## config.mk

```make
export PLATFORM = sky130hd
export DESIGN_NAME = irg_rx_gate
export DESIGN_NICKNAME = d
export VERILOG_FILES = /design/src/rtl/irg_pkg.sv /design/src/rtl/irg_cfg_reg.sv /design/src/rtl/irg_echo_timer.sv /design/src/rtl/irg_first_sig_latch.sv /design/src/rtl/irg_rx_gate.sv
export SDC_FILE = /design/constraint.sdc
export NUM_CORES = 1
export LEC_CHECK = 0
export BUFFER_PORTS_ARGS = -buffer_cell sky130_fd_sc_hd__buf_2
export CAP_MARGIN = 20
export CORE_ASPECT_RATIO = 0.9
export CORE_MARGIN = 8
export CORE_UTILIZATION = 32
export CTS_CLUSTER_DIAMETER = 50
export DETAILED_ROUTE_END_ITERATION = 8
export GPL_TIMING_DRIVEN = 0
export HOLD_SLACK_MARGIN = 0.12
export PLACE_DENSITY_LB_ADDON = 0.08
export SLEW_MARGIN = 20
export SYNTH_ARGS = -nofsm -noshare
export SYNTH_HDL_FRONTEND = slang
export SYNTH_SLANG_ARGS = --single-unit
```

## constraint.sdc

```tcl
create_clock -name clk -period 2.4 [get_ports clk]
set_input_delay 0.48 -clock clk [delete_from_list [all_inputs] [get_ports clk]]
set_output_delay 0.48 -clock clk [all_outputs]
set_load 0.1 [all_outputs]
```

## src/rtl/irg_pkg.sv

```systemverilog
`timescale 1ns/1ps
package irg_pkg;
   typedef struct packed {
      logic blank;
      logic remote;
      logic eager;
   } irg_ctrl_t;

   localparam irg_ctrl_t IRG_CTRL_RST = '{blank: 1'b0, remote: 1'b0, eager: 1'b0};
endpackage

```

## src/rtl/irg_cfg_reg.sv

```systemverilog
`timescale 1ns/1ps
module irg_cfg_reg
   import irg_pkg::*;
(
   input  logic      clk,
   input  logic      rst_n,
   input  logic      we,
   input  irg_ctrl_t wdata,
   output irg_ctrl_t ctrl
);
   always_ff @(posedge clk or negedge rst_n) begin
      if (!rst_n)  ctrl <= IRG_CTRL_RST;
      else if (we) ctrl <= wdata;
   end
endmodule

```

## src/rtl/irg_echo_timer.sv

```systemverilog
`timescale 1ns/1ps
module irg_echo_timer #(
   parameter int HOLD_CYC = 1600,
   parameter int CW       = 11
) (
   input  logic          clk,
   input  logic          rst_n,
   input  logic          led_on,
   output logic [CW-1:0] cnt,
   output logic          active
);
   localparam logic [CW-1:0] LOAD_V = CW'(HOLD_CYC);

   initial begin
      if (HOLD_CYC < 1) $error("irg_echo_timer: HOLD_CYC must be at least 1");
      if ((1 << CW) <= HOLD_CYC) $error("irg_echo_timer: CW too narrow");
   end

   always_ff @(posedge clk or negedge rst_n) begin
      if (!rst_n)            cnt <= '0;
      else if (led_on)       cnt <= LOAD_V;
      else if (cnt != '0)    cnt <= cnt - 1'b1;
   end

   assign active = led_on | (cnt != '0);
endmodule

```

## src/rtl/irg_first_sig_latch.sv

```systemverilog
`timescale 1ns/1ps
module irg_first_sig_latch (
   input  logic clk,
   input  logic rst_n,
   input  logic rx_en,
   input  logic sig_valid,
   output logic seen,
   output logic open_now
);
   always_ff @(posedge clk or negedge rst_n) begin
      if (!rst_n)         seen <= 1'b0;
      else if (!rx_en)    seen <= 1'b0;
      else if (sig_valid) seen <= 1'b1;
   end

   assign open_now = seen | (rx_en & sig_valid);
endmodule

```

## src/rtl/irg_rx_gate.sv

```systemverilog
`timescale 1ns/1ps
module irg_rx_gate #(
   parameter longint CLK_HZ  = 200_000_000,
   parameter int     HOLD_NS = 8000,
   parameter bit     REG_OUT = 1'b1
) (
   input  logic clk,
   input  logic rst_n,
   input  logic cfg_we,
   input  logic cfg_blank,
   input  logic cfg_remote,
   input  logic cfg_eager,
   input  logic rx_raw,
   input  logic led_on,
   input  logic sig_valid,
   input  logic rx_en,
   output logic rxd
);
   import irg_pkg::*;

   localparam int HOLD_CYC = int'((CLK_HZ * longint'(HOLD_NS) + 64'd999_999_999) / 64'd1_000_000_000);
   localparam int CW       = $clog2(HOLD_CYC + 1);

   initial begin
      if (CLK_HZ < 1_000_000) $error("irg_rx_gate: CLK_HZ below 1 MHz");
      if (HOLD_NS < 1)        $error("irg_rx_gate: HOLD_NS must be positive");
   end

   irg_ctrl_t     ctrl;
   irg_ctrl_t     wdata;
   logic [CW-1:0] hold_cnt;
   logic          led_window;
   logic          seen_q;
   logic          gate_open;
   logic          rxd_d;

   assign wdata = '{blank: cfg_blank, remote: cfg_remote, eager: cfg_eager};

   irg_cfg_reg u_cfg (
      .clk   (clk),
      .rst_n (rst_n),
      .we    (cfg_we),
      .wdata (wdata),
      .ctrl  (ctrl)
   );

   irg_echo_timer #(.HOLD_CYC(HOLD_CYC), .CW(CW)) u_timer (
      .clk    (clk),
      .rst_n  (rst_n),
      .led_on (led_on),
      .cnt    (hold_cnt),
      .active (led_window)
   );

   irg_first_sig_latch u_first (
      .clk       (clk),
      .rst_n     (rst_n),
      .rx_en     (rx_en),
      .sig_valid (sig_valid),
      .seen      (seen_q),
      .open_now  (gate_open)
   );

   always_comb begin
      if (!rx_en)                                      rxd_d = 1'b1;
      else if (ctrl.blank && led_window)               rxd_d = 1'b1;
      else if (ctrl.remote && !ctrl.eager && !gate_open) rxd_d = 1'b1;
      else                                             rxd_d = rx_raw;
   end

   generate
      if (REG_OUT) begin : g_reg
         logic rxd_q;
         always_ff @(posedge clk or negedge rst_n) begin
            if (!rst_n) rxd_q <= 1'b1;
            else        rxd_q <= rxd_d;
         end
         assign rxd = rxd_q;
      end else begin : g_comb
         assign rxd = rxd_d;
      end
   endgenerate
endmodule

```

After elaboration in Yosys (flattened, before gate mapping)
Index checks and enable logic that the tools add are counted.

$add $sub $neg: 1. Equality and inequality tests: 1. Multiplexer cells: 7. Bitwise logic cells: 3. Reduce and logical (&&, ||, !) cells: 7.

Operators with widths (count): $mux W11 (2); $reduce_bool A11 Y1 (1); $sub A11 B1 Y11 const B (1); $mux W1 (5); $logic_and A1 B1 Y1 (3); $logic_not A1 Y1 (2); $ne A2 B2 Y1 const B (1); $or A1 B1 Y1 (2); $reduce_bool A2 Y1 (1); $and A1 B1 Y1 (1).

Register bits after elaboration: 16. Logic and storage cells: 25.

Depth between registers and ports, before layout
Word-level depth: 7. Mapped depth: 7.

By module
From an unflattened synthesis, not the netlist that was laid out.

Cells, all modules: 77. Area total of the unflattened synthesis: 805.8 um^2.

Modules (own cells, without submodules): irg_echo_timer (times used 1, cells each 64, area each 603.1 um^2); irg_cfg_reg (times used 1, cells each 6, area each 108.9 um^2); irg_rx_gate (times used 1, cells each 4, area each 53.8 um^2); irg_first_sig_latch (times used 1, cells each 3, area each 40.0 um^2).

Least setup slack after synthesis
OpenSTA, ideal clock, no wires.

Path kind: reg-to-reg. From: reg u_timer.cnt[0]. To: reg u_timer.cnt[7]. Arrival time: 1578 ps. Required time: 2275 ps. Path slack: 696 ps. Cell stages (with the launch flop): 8. Period minus slack after synthesis: 1704 ps. Path through: dfrtp_1 > inv_1 > ha_1 > nor4b_4 > and3_1 > buf_4 > nor4_2 > mux2_4.

Cells in the longest elaborated chain, start to end: 3. Elaborated cells on any way between the ends: 5. Those cells by class: add/sub: 1; mux: 2; reduce/logical: 2.

RTL lines: from (decl) (RTL line irg_echo_timer.sv:9) `output logic [CW-1:0] cnt,`; from (signal assigned) (RTL line irg_echo_timer.sv:22) `else if (cnt != '0) cnt <= cnt - 1'b1;`; $sub A11 B1 Y11 (RTL line irg_echo_timer.sv:22); $mux W11 (RTL line irg_echo_timer.sv:22); $mux W11 (RTL line irg_echo_timer.sv:21) `else if (led_on) cnt <= LOAD_V;`.

Parallel ways exist; a longest one is shown, timed or not. The select of a mux whose other input is x is not followed. A chain may end at the register's enable or synchronous reset.

Worst setup path after layout
Ends and elaborated chain as after synthesis.

==> flow_summary_export.csv <==
group,metric,value,unit
critical_path,timing.critical_path.to_type,"flip-flop",
sta,rsz0062_at_grt,"false",
critical_path,crit_type,"reg -> reg",
min_path,hp-class,"in -> reg",
pwr,leakagePower,0.390,nW
clock_network,clk_pin_slew,0.10,ns
synth,ys_ff_latch,16,
pwr,combPwrFrac,0.210,
synth,synthCells,73,
sta,hold_viol,0,
detailed_routing,via_per_inst,4.98,
final_layout,drive_gt1_frac,0.307,
status,status,"finished, final reports clean",
critical_path,cp.arrival,1.98,ns
sta,slew_headroom,0.657,
floorplan,core,0.00245,mm^2
pwr,p_per_area,687,mW/mm^2
clock_network,cts.sinks,16,
detailed_routing,num_vias,578,
pwr,clock_power_share,0.275,
sta,finalWorstSetupSlack,0.602,ns
detailed_routing,wire_per_inst,13.2,um
detailed_routing,postRouteAntennaNets,0,
floorplan,dieArea,0.00442,mm^2
critical_path,path_cells,"inv_1 -> ha_1 -> nor4b_4 -> and3_1 -> buf_4 -> nor4_2 -> mux2_4",
pwr,switching_share,0.292,
sta,finClkSkew,0.00773,ns
synth,synth_top_cells_by_area,"dfrtp_1 (46%), mux2_2 (4.1%), nor2_1 (3.7%)",
pwr,power_switching,0.000189,W
synth,ys_async_sr_fraction,1.00,
floorplan,die_width,69.2,um
floorplan,fp-row-count,17,
placement,dpl_cell_area,900,um^2
synth,yosysWarnings,0,
synth,ys.flop_type,"dfrtp_1",
global_routing,grt_overflow_total,0,
synth,synth_top_area_frac,0.461,
final_layout,utilization,0.387,
critical_path,path_max_fanout,6,
sta,tightestPinTransition,0.511,ns
pwr,p_seq_frac,0.515,
placement,pre_cts_ws,0.605,ns
global_routing,grt_usage,0.0772,
detailed_routing,dr.pass1.iters,3,
detailed_routing,dr_wl_met3,53,um
detailed_routing,wl_met2,706,um
clock_network,clockRootBuffer,"clkbuf_4",
detailed_routing,finalWirelength,1.53,mm
detailed_routing,drc,0,
detailed_routing,m1WireLength,755,um
synth,syn_area_per_cell,11.2,um^2
synth,yosysSeqAreaShare,0.493,
synth,synth_nets,84,
sta,period_needed,1.80,ns
global_routing,antenna_found_initial,0,
pwr,ir_worst_vdd,0.397,mV
placement,dp.cells,111,
global_routing,grt_max_degree,17,
sta,setup_violations,0,
clock_network,cts_tree,"done",
final_layout,syn_to_final_growth,16.1,%
critical_path,cp.required,2.59,ns
detailed_routing,drt_iter0_markers,6,
placement,gp_congestion,0.717,
pwr,internal_power,0.000460,W
sta,fmax,556,MHz
floorplan,fp.dieH,63.9,um
final_layout,design_area,946,um^2
synth,yosysTopAreaCell,"dfrtp_1",
clock_network,htreeDepth,1,
critical_path,cp-start-kind,"flip-flop",
floorplan,io_pins,11,
clock_network,insertion_delay,0.29,ns
critical_path,crit_slowest_cell,"dfrtp_1",
global_routing,grt_pass1_vias,606,
clock_network,clockBufferDepth,2,
run,drv_cap,0,
sta,slew_viol_final,0,
sta,setup-tns-final,0,ns
critical_path,cp_slowest_stage_delay,0.37,ns
sta,finalCritPeriodShare,0.749,
synth,synth-edff-count,0,
final_layout,antenna_cells,0,
clock_network,numCtsBuffers,3,
synth,syn_area,815,um^2
global_routing,grt_pass1_wl,2.76,mm
placement,port_buffers,10,
detailed_routing,routed.top_layer,"met4",
final_layout,num-nets-final,100,
final_layout,finalNonFillerCells,116,
floorplan,start_util,0.333,
synth,yosysUniqueCellTypes,37,
## cells by family (layout without fill, tap and decap cells)
| logic type | Yosys count | count (layout) | synth area share |
|---|---|---|---|
| AO/OA/AOI/OAI | 13 | 13 | 0.111 |
| flip-flops | 16 | 16 | 0.493 |
| multiplexers | 5 | 5 | 0.0722 |
| XOR/XNOR | 3 | 3 | 0.0323 |
| AND/OR/NAND/NOR | 30 | 30 | 0.249 |
| buffers and inverters | 5 | 20 | 0.0276 |
| adder cells (fa/ha/maj) | 1 | 1 | 0.0154 |
## placed cells by master (no fill, tap or decap), types with 2 or more instances in the layout
master,instances
inv_1,3
clkbuf_4,3
nor2b_1,2
nor3_2,2
nand2_1,3
nor3_1,2
a21oi_1,4
or3_1,2
buf_2,10
nor2_1,8
xnor2_1,3
dfrtp_1,15
mux2_2,3
## stage by stage
step / hold slack, ns / power, W
after floorplan: 0.184 / 0.000440
after detailed placement: 0.423 / 0.000476
after global placement: 0.423 / 0.000476
after CTS: 0.364 / 0.000662
after global routing: 0.380 / 0.000693
final: 0.372 / 0.000650
## power by group through the flow
stage               Clock, W  Sequential (W)  Combinational (W)
global route        0.000200        0.000339           0.000154
CTS                 0.000188        0.000335           0.000139
detailed placement         0        0.000340           0.000136
floorplan                  0        0.000340          0.0000998
finish              0.000179        0.000334           0.000137
global placement           0        0.000340           0.000136
## layout make-up
type	count	area, um^2
flip-flops and latches	16	402
repair buffers	11	60.1
fillers	237	1500
well taps	28	35.0
inverters	3	11.3
plain buffers	2	11.3
multi-input cells	52	390
clock buffers	4	36.3
## path summary, 6_finish.rpt
kind / to / cells after the start / slack (ns) / startpoint
min in group asynchronous: u_timer.cnt[7] / 2 / 0.62 / rst_n
max reg2reg: u_timer.cnt[7] / 7 / 0.60 / u_timer.cnt[0]
min reg2reg: u_first.seen / 1 / 0.48 / u_first.seen
min: rxd / 2 / 0.37 / rx_en
max: u_timer.cnt[7] / 7 / 0.60 / u_timer.cnt[0]
max in group asynchronous: rxd / 2 / 1.47 / rst_n
## critical path: cells and delay by family (launching register included)
| kind | cells | cell delay (ns) |
|---|---|---|
| mux | 1 | 0.32 |
| buf+inv | 2 | 0.23 |
| simple gates | 3 | 0.56 |
| flops | 1 | 0.37 |
| fa+ha+maj | 1 | 0.22 |
## state kept, by name, indices dropped and copies added (netlist names)
| name | flops |
|---|---|
| u_timer.cnt | 11 |
| u_first.seen | 1 |
| u_cfg.ctrl | 3 |
| rxd | 1 |
## Yosys cell counts (2+ instances only)
| master | number |
|---|---|
| dfrtp_1 | 15 |
| nor2_1 | 8 |
| a21oi_1 | 4 |
| inv_1 | 3 |
| mux2_2 | 3 |
| nand2_1 | 3 |
| xnor2_1 | 3 |
| nor2b_1 | 2 |
| nor3_1 | 2 |
| nor3_2 | 2 |
| or3_1 | 2 |
## routing by layer
metal	vias to the layer above	track usage
met5	-	0
met4	0	0.0307
met3	2	0.0370
met2	10	0.117
met1	271	0.0918
li1	295	-
## repair_timing
action,in CTS,in global routing
hold buffers,1,0
gates resized for setup,0,0
hold endpoints to repair,15,0
buffers inserted,0,0
(Power assumes the default switching activity.)
